`config.mk`:
```
export PLATFORM = sky130hd
export DESIGN_NAME = idle_limit_predictor
export DESIGN_NICKNAME = d
export VERILOG_FILES = /design/src/rtl/idle_pred_pkg.sv /design/src/rtl/idle_evt_decode.sv /design/src/rtl/idle_sat_step.sv /design/src/rtl/idle_reload_ctl.sv /design/src/rtl/idle_limit_predictor.sv
export SDC_FILE = /design/constraint.sdc
export NUM_CORES = 1
export LEC_CHECK = 0
export BUFFER_PORTS_ARGS = -buffer_cell sky130_fd_sc_hd__buf_2
export CORE_UTILIZATION = 54
export CTS_CLUSTER_DIAMETER = 100
export DETAILED_ROUTE_END_ITERATION = 10
export PLACE_DENSITY = 0.9
export SLEW_MARGIN = 10
export SYNTH_ARGS = -nofsm -noshare
export SYNTH_HDL_FRONTEND = slang
export SYNTH_HIERARCHICAL = 1
export SYNTH_SLANG_ARGS = --single-unit
```
`constraint.sdc`:
```
create_clock -name clk -period 1.96 [get_ports clk]
set_input_delay 0.392 -clock clk [delete_from_list [all_inputs] [get_ports clk]]
set_output_delay 0.392 -clock clk [all_outputs]
set_load 0.01 [all_outputs]
```
`src/rtl/idle_pred_pkg.sv`:
```
package idle_pred_pkg;
  typedef enum logic [1:0] {
    STEP_HOLD = 2'b00,
    STEP_UP   = 2'b01,
    STEP_DOWN = 2'b10
  } step_e;
endpackage

```
`src/rtl/idle_evt_decode.sv`:
```
module idle_evt_decode
  import idle_pred_pkg::*;
(
  input  logic  miss_i,
  input  logic  conflict_i,
  output step_e dir_o
);
  // A lone miss asks for a longer window and a lone conflict for a shorter one.
  // When both arrive together they cancel.
  always_comb begin
    if (miss_i && !conflict_i)      dir_o = STEP_UP;
    else if (conflict_i && !miss_i) dir_o = STEP_DOWN;
    else                            dir_o = STEP_HOLD;
  end
endmodule

```
`src/rtl/idle_sat_step.sv`:
```
module idle_sat_step
  import idle_pred_pkg::*;
#(
  parameter int W    = 7,
  parameter int STEP = 4
) (
  input  logic [W-1:0] cur_i,
  input  step_e        dir_i,
  output logic [W-1:0] nxt_o
);
  localparam logic [W:0]   MAXV   = {1'b0, {W{1'b1}}};
  localparam logic [W:0]   STEP_W = (W+1)'(STEP);
  localparam logic [W-1:0] STEP_N = W'(STEP);

  logic [W:0]   up_wide;
  logic [W-1:0] up_sat;
  logic [W-1:0] dn_sat;

  always_comb begin
    up_wide = {1'b0, cur_i} + STEP_W;
    up_sat  = (up_wide > MAXV) ? MAXV[W-1:0] : up_wide[W-1:0];
    dn_sat  = (cur_i < STEP_N) ? '0 : cur_i - STEP_N;
    unique case (dir_i)
      STEP_UP:   nxt_o = up_sat;
      STEP_DOWN: nxt_o = dn_sat;
      default:   nxt_o = cur_i;
    endcase
  end
endmodule

```
`src/rtl/idle_reload_ctl.sv`:
```
module idle_reload_ctl #(
  parameter int W = 7
) (
  input  logic         clk,
  input  logic         rst_n,
  input  logic         enable_i,
  input  logic [W-1:0] base_i,
  output logic         reload_o,
  output logic         primed_o
);
  logic [W-1:0] base_q;
  logic         primed_q;

  always_ff @(posedge clk) begin
    if (!rst_n) begin
      base_q   <= '0;
      primed_q <= 1'b0;
    end else begin
      base_q   <= base_i;
      primed_q <= 1'b1;
    end
  end

  // Reload while off, on the first cycle after reset, and whenever the base moves.
  assign reload_o = !enable_i || !primed_q || (base_i != base_q);
  assign primed_o = primed_q;

  a_r8_base_move_reloads: assert property (@(posedge clk) disable iff (!rst_n)
    (primed_q && base_i != $past(base_i)) |-> reload_o);
endmodule

```
`src/rtl/idle_limit_predictor.sv`:
```
module idle_limit_predictor
  import idle_pred_pkg::*;
#(
  parameter int LIMIT_W = 7,
  parameter int STEP    = 4
) (
  input  logic               clk,
  input  logic               rst_n,
  input  logic               enable,
  input  logic [LIMIT_W-1:0] base_limit,
  input  logic               hit,
  input  logic               miss,
  input  logic               conflict,
  output logic [LIMIT_W-1:0] limit
);
  localparam logic [LIMIT_W-1:0] LIM_MAX = {LIMIT_W{1'b1}};

  step_e              dir;
  logic [LIMIT_W-1:0] cur_q;
  logic [LIMIT_W-1:0] stepped;
  logic               reload;
  logic               primed;

  idle_evt_decode u_dec (
    .miss_i     (miss),
    .conflict_i (conflict),
    .dir_o      (dir)
  );

  idle_sat_step #(.W(LIMIT_W), .STEP(STEP)) u_step (
    .cur_i (cur_q),
    .dir_i (dir),
    .nxt_o (stepped)
  );

  idle_reload_ctl #(.W(LIMIT_W)) u_rld (
    .clk      (clk),
    .rst_n    (rst_n),
    .enable_i (enable),
    .base_i   (base_limit),
    .reload_o (reload),
    .primed_o (primed)
  );

  always_ff @(posedge clk) begin
    if (!rst_n)      cur_q <= '0;
    else if (reload) cur_q <= base_limit;
    else             cur_q <= stepped;
  end

  assign limit = (enable && primed) ? cur_q : base_limit;

  a_r2_miss_raises: assert property (@(posedge clk) disable iff (!rst_n)
    (!reload && miss && !conflict && cur_q != LIM_MAX) |=> (cur_q > $past(cur_q)));
  a_r3_conflict_lowers: assert property (@(posedge clk) disable iff (!rst_n)
    (!reload && conflict && !miss && cur_q != '0) |=> (cur_q < $past(cur_q)));
  a_r5_hit_holds: assert property (@(posedge clk) disable iff (!rst_n)
    (!reload && !miss && !conflict) |=> $stable(cur_q));
  a_r5_hit_only_holds: assert property (@(posedge clk) disable iff (!rst_n)
    (!reload && hit && !miss && !conflict) |=> $stable(cur_q));
  a_r6_both_hold: assert property (@(posedge clk) disable iff (!rst_n)
    (!reload && miss && conflict) |=> $stable(cur_q));
  a_r8_reload_takes_base: assert property (@(posedge clk) disable iff (!rst_n)
    reload |=> (cur_q == $past(base_limit)));
endmodule

```
==> results of run 1 <==
-- per-layer routing --
layer | up-vias | share of wire [%] | track usage, %
met4 | 0 | 1.4 | 5.29
met1 | 415 | 43 | 26.2
met5 | - | 0 | 0
li1 | 450 | - | -
met2 | 44 | 49 | 40.6
met3 | 10 | 5.7 | 7.14
-- cell usage after synthesis (2+ instances only) --
cell type,n
mux2i_1,7
nand3_1,5
o21ai_0,3
buf_4,2
inv_1,7
and3_2,2
o21bai_1,2
nand4_1,2
xnor2_1,5
o211ai_1,2
nor2b_1,8
dfxtp_1,15
nand2_1,3
and2_1,7
a21oi_1,5
xor2_1,2
ha_1,4
mux2_2,7
buf_6,2
-- power breakdown --
part | switching [mW] | total [mW] | internal [mW]
sequential | 0.0184 | 0.340 | 0.322
clock | 0.0983 | 0.178 | 0.0792
combinational | 0.0818 | 0.166 | 0.0839
total | 0.198 | 0.683 | 0.485
-- worst min path at each step --
| stage | from | end | depth (start not counted) |
|---|---|---|---|
| after floorplan | rst_n | u_rld/primed_o | 0 |
| after global placement | rst_n | u_rld/primed_o | 1 |
| after detailed placement | rst_n | u_rld/primed_o | 1 |
| after CTS | rst_n | u_rld/primed_o | 1 |
| after global routing | rst_n | u_rld/primed_o | 1 |
| final | rst_n | u_rld/primed_o | 1 |
-- registers in the layout, summed over array words and instances (netlist names) --
name / cells
cur_q: 7
u_rld/base_q: 7
u_rld/primed_o: 1
-- metrics by stage --
stage / cell area, um2 / cells / hold WS (ps) / TNS [ps] / utilization, %
3_5_place_dp: 1160 / 155 / 648 / -15.4 / 65.7
5_1_grt: 1190 / 159 / 345 / 0 / 67.3
2_1_floorplan: 1040 / 112 / 420 / 0 / -
4_1_cts: 1190 / 159 / 342 / 0 / 67.2
6_report: 1190 / 159 / 346 / 0 / 67.3
3_3_place_gp: 1160 / 155 / 638 / 0 / 65.7
-- logic make-up (layout without fill, tap and decap cells) --
group | count (synthesis) | after routing
flip-flops | 15 | 15
XOR/XNOR | 7 | 7
buffers and inverters | 12 | 34
multiplexers | 14 | 14
AO/OA/AOI/OAI | 24 | 24
AND/OR/NAND/NOR | 36 | 36
adder cells (fa/ha/maj) | 4 | 4
-- cell type report --
type | instances | area share (%)
Sequential cell | 15 | 25.4
Inverter | 7 | 2.21
Timing Repair Buffer | 23 | 10.7
Tap cell | 25 | 2.63
Clock buffer | 4 | 2.21
Multi-Input combinational cell | 85 | 56.8
==> results.cfg, run 1 <==
[yosys]
synth_xor_area_share_pct = 5.88
synth.distinct_cells = 41
synth_ff_type = dfxtp_1
synthTopCellsByArea = dfxtp_1 29%, mux2_2 7.6%, mux2i_1 6.7%, ha_1 4.8%, nor2b_1 4.8%
yosys.area.top_type = dfxtp_1
ys_seq_elements = 15
synth-edff-count = 0
synthSimpleGateAreaFrac_pct = 21.0
synth_top_area_share_pct = 28.8
synthMuxAreaShare_pct = 14.3
synthCells = 112
synth-compound-area-share_pct = 18.7
synth_top_family_by_area = simple AND/OR/NAND/NOR gates
netlist_area_um2 = 1040
yosysSeqAreaShare_pct = 28.8
ys_warn_count = 6
ys_async_sr_fraction_pct = 0
synth_fa_ha_area_share_pct = 4.80
synth.net_count = 129
avgSynthCellArea_um2 = 9.32

[cts]
cts_setup_buffers = 0
cts_buffers = 3
cts_tree = done
cts_resized = 0
root_buffer = clkbuf_4
clkSinkCount = 15
h-tree-depth = 1
clk_pin_slew_ps = 90
clk_path_buf_depth = 2
holdBufCountCts = 0
insertion_delay_ps = 290

[routing]
drc = 0
drt_iter0_markers = 24
drt_wl_total_mm = 2.23
antenna_left = 0
avgViaCountPerCell = 5.78
wire_per_inst_um = 14.1
num_vias = 919
dr.pass1.iters = 4

[layout]
multi_input_area_um2 = 674
fin_nets = 152
mostFrequentLayoutCell = buf_2
final_cell_mix = 18 x buf_2, 14 x dfxtp_1, 8 x nor2b_1
nFillCells = 158
area_delta_synth_final_pct = 13.8
diodes = 0
drive_gt1_share_pct = 31.3
ff_latch_area_um2 = 302

[worst_setup_path]
startpoint = u_rld/base_q[2]
criticalPathCategory = reg2reg
cp_num_cells = 5
critPathMaxFanout = 7
crit_arrival_ps = 1890
rrSetupSlack_ps = 250
critPathCaptureType = flop
crit_buf_inv = 0
worst-r2r-cell-count = 5
path_delay_family = simple AND/OR/NAND/NOR gates
timing.rr.end = cur_q[0]
slowest_delay_ps = 710
worstPathRequired_ps = 2140
crit_path_top_delay_cell = or4_1
start_kind = flop
path_cells = xnor2_1 -> nand3_1 -> or4_1 -> mux2i_1 -> nor2b_1
r2r_start = u_rld/base_q[2]
worstSetupEndpoint = cur_q[0]

[placed_design]
dp_hpwl_mm = 1.61
portBuffers = 18
gp_congestion = 0.830
place_ws_ps = -15.4

[power_and_ir_drop]
p_leak_nw = 0.537
p_total_mw = 0.683
vdd_drop_max_mv = 0.537
power_density_nw_per_um2 = 575

[grt]
grt.overflow.total = 0
antenna_found_initial = 0
globalRouteTotalUtil_pct = 22.8
grt_pass1_vias = 810
grt_pass1_wl_mm = 3.43
grt_max_degree = 16

[timing]
max_freq_mhz = 584
relSlewSlack_pct = 68.6
tightest_slew_ps = 470
fin_skew_ps = 2.89
rsz0062_at_grt = no
finalCriticalPeriod_ps = 1710
slew_violations = 0
hold_viol_final = 0
finalSetupViolations = 0
fin_ws_ps = 249
period_share_pct = 87.3

[die]
initial_core_util_pct = 59.1
fp.dieArea_um2 = 2110
ioPinCount = 20
chipHeight_um = 46.0
num_rows = 15
core_area_um2 = 1760
die_x_um = 46.0

[job]
cap_viol_max_count = 0

[hold_path]
hp-class = in2reg

[outcome]
status = completed
Power figures use the tool's default switching activity.
==> run 2: changes to the inputs <==
--- a/config.mk
+++ b/config.mk
@@ -6,12 +6,11 @@
 export NUM_CORES = 1
 export LEC_CHECK = 0
 export BUFFER_PORTS_ARGS = -buffer_cell sky130_fd_sc_hd__buf_2
-export CORE_UTILIZATION = 54
+export CORE_UTILIZATION = 53
 export CTS_CLUSTER_DIAMETER = 100
 export DETAILED_ROUTE_END_ITERATION = 10
 export PLACE_DENSITY = 0.9
 export SLEW_MARGIN = 10
 export SYNTH_ARGS = -nofsm -noshare
 export SYNTH_HDL_FRONTEND = slang
-export SYNTH_HIERARCHICAL = 1
 export SYNTH_SLANG_ARGS = --single-unit
==> run 2 against run 1 <==
Effect of this change: non-clock buffer count down 3; clock-buffer cell count down 1; maximum frequency down 7.4%; die area down 5.8%; first-iteration DRC count up 50%; global-route usage up 0.36 points; combinational power down 17%; worst hold slack worse by 5.2 ps; critical endpoint is now limit[5]; design area down 11%; clock power about the same; total power down 4.5%; sequential power about the same; largest cell class unchanged.
==> results.cfg, run 2 <==
[worst_setup_path]
crit_arrival_ps = 1460
critPathMaxFanout = 11
worstPathRequired_ps = 1570
start_kind = flop
criticalPathCategory = reg2out
critPathCaptureType = output port

[routing]
avgViaCountPerCell = 5.85
wire_per_inst_um = 13.5
antenna_left = 0
drc = 0
dr.pass1.iters = 4
drt_wl_total_mm = 2.06
num_vias = 895
drt_iter0_markers = 36

[outcome]
status = completed

[yosys]
synthTopCellsByArea = dfxtp_1 31%, mux2_2 5.9%, xnor2_1 5.5%, nand2_1 5.1%, o21ai_0 4.7%
ys_async_sr_fraction_pct = 0
ys_seq_elements = 15
yosysSeqAreaShare_pct = 31.2
ys_warn_count = 0
yosysMostFrequentCell = dfxtp_1
netlist_area_um2 = 962
synth_top_area_share_pct = 31.2
yosys.area.top_type = dfxtp_1
synth_ff_type = dfxtp_1
avgSynthCellArea_um2 = 8.67
synth.net_count = 126
synth.top_cells.by_count = 15 x dfxtp_1, 13 x nand2_1, 9 x o21ai_0, 6 x xnor2_1
synth-edff-count = 0
synth.distinct_cells = 43
synthCells = 111

[cts]
root_buffer = clkbuf_4
cts_setup_buffers = 0
insertion_delay_ps = 280
cts_resized = 0
holdBufCountCts = 0
clkSinkCount = 15
cts_buffers = 3
h-tree-depth = 1
clk_pin_slew_ps = 100
cts_tree = done
clk_path_buf_depth = 2

[placed_design]
gp_congestion = 0.812
dpl_cell_area_um2 = 1030
portBuffers = 18
dp_hpwl_mm = 1.48
place_inst = 149

[die]
die_x_um = 44.6
num_rows = 15
ioPinCount = 20
fp.dieArea_um2 = 1990
initial_core_util_pct = 56.3
core_area_um2 = 1710
chipHeight_um = 44.6

[grt]
globalRouteTotalUtil_pct = 23.2
grt_max_degree = 16
grt_pass1_vias = 780
grt_pass1_wl_mm = 3.34
grt.overflow.total = 0
antenna_found_initial = 0

[timing]
tightest_slew_ps = 432
rsz0062_at_grt = no
relSlewSlack_pct = 71.1
finalCriticalPeriod_ps = 1850
hold_viol_final = 0
slew_violations = 0
fin_skew_ps = 6.98
holdWs_ps = 341
max_freq_mhz = 541
finalSetupViolations = 0
period_share_pct = 94.2
tns_ps = 0

[layout]
drive_gt1_share_pct = 27.3
diodes = 0
nFillCells = 150
mostFrequentLayoutCell = buf_2
fin_nets = 144
area_delta_synth_final_pct = 10.3
multi_input_area_um2 = 578
final_cell_mix = 18 x buf_2, 15 x dfxtp_1, 13 x nand2_1, 9 x o21ai_0, 6 x xnor2_1
fin_cells = 153
ff_latch_area_um2 = 300
design_area_um2 = 1060

[power_and_ir_drop]
swShare_pct = 29.4
vdd_drop_max_mv = 0.552
p_switching_mw = 0.192
power_density_nw_per_um2 = 615
p_seq_share_pct = 51.7
combPwrFrac_pct = 21.1
p_clk_share_pct = 27.2
p_leak_nw = 0.443
internal-power_mw = 0.461

[hold_path]
hp-class = in2reg

[job]
cap_viol_max_count = 0
run 2: cell families (layout without fill, tap and decap cells):
| family | Yosys count | in the layout | share of synthesized area (%) |
|---|---|---|---|
| AOI/OAI and AO/OA | 32 | 32 | 21.1 |
| DFF | 15 | 15 | 31.2 |
| adders and majority gates | 2 | 2 | 2.60 |
| muxes | 6 | 6 | 6.89 |
| xor gates and xnor gates | 7 | 7 | 6.37 |
| and+or+nand+nor | 37 | 37 | 23.1 |
| buffers and inverters | 12 | 29 | 8.71 |
run 2: power groups by stage:
stage	Clock, mW	Sequential, mW	Combinational [mW]
final	0.178	0.337	0.138
after global routing	0.192	0.339	0.154
after CTS	0.182	0.337	0.136
after detailed placement	0	0.344	0.134
after global placement	0	0.343	0.130
after floorplan	0	0.338	0.103
run 2: path summary, 6_finish.rpt:
path                            depth (start not counted)           start  slack [ps]         endpoint
worst max register to register                          7        cur_q[3]         210         cur_q[6]
worst min register to register                          2        cur_q[0]         490         cur_q[0]
worst max-delay path                                    3  u_rld.primed_o         110         limit[5]
worst min-delay path                                    3   base_limit[4]         340  u_rld.base_q[4]
run 2: cell type report:
type	instances	share of cell area, %
Tap cell	25	2.95
Timing Repair Buffer	20	9.91
Sequential cell	15	28.3
Clock buffer	3	2.12
Inverter	5	1.77
Clock inverter	1	0.472
Multi-Input combinational cell	84	54.5
run 2: through the flow:
stage               setup slack (ps)  power, mW  utilization (%)
finish                           113      0.653             62.1
global route                    53.4      0.684             62.1
CTS                              115      0.654             62.1
detailed placement               215      0.478             60.5
global placement                 232      0.473             60.5
floorplan                        258      0.441                -
run 2: worst max-delay path, cell delays in order, from the launching register on:
cell	delay (ps)
dfxtp_1	310
nand2_1	330
mux2_2	400
buf_2	140
run 2: routing by layer:
| layer | vias to the layer above | GRT usage [%] | share of wire (%) |
|---|---|---|---|
| li1 | 431 | - | - |
| met1 | 421 | 28.9 | 44 |
| met2 | 36 | 38.8 | 49 |
| met3 | 7 | 4.08 | 4.6 |
| met4 | 0 | 10.3 | 1.9 |
| met5 | - | 0 | 0 |
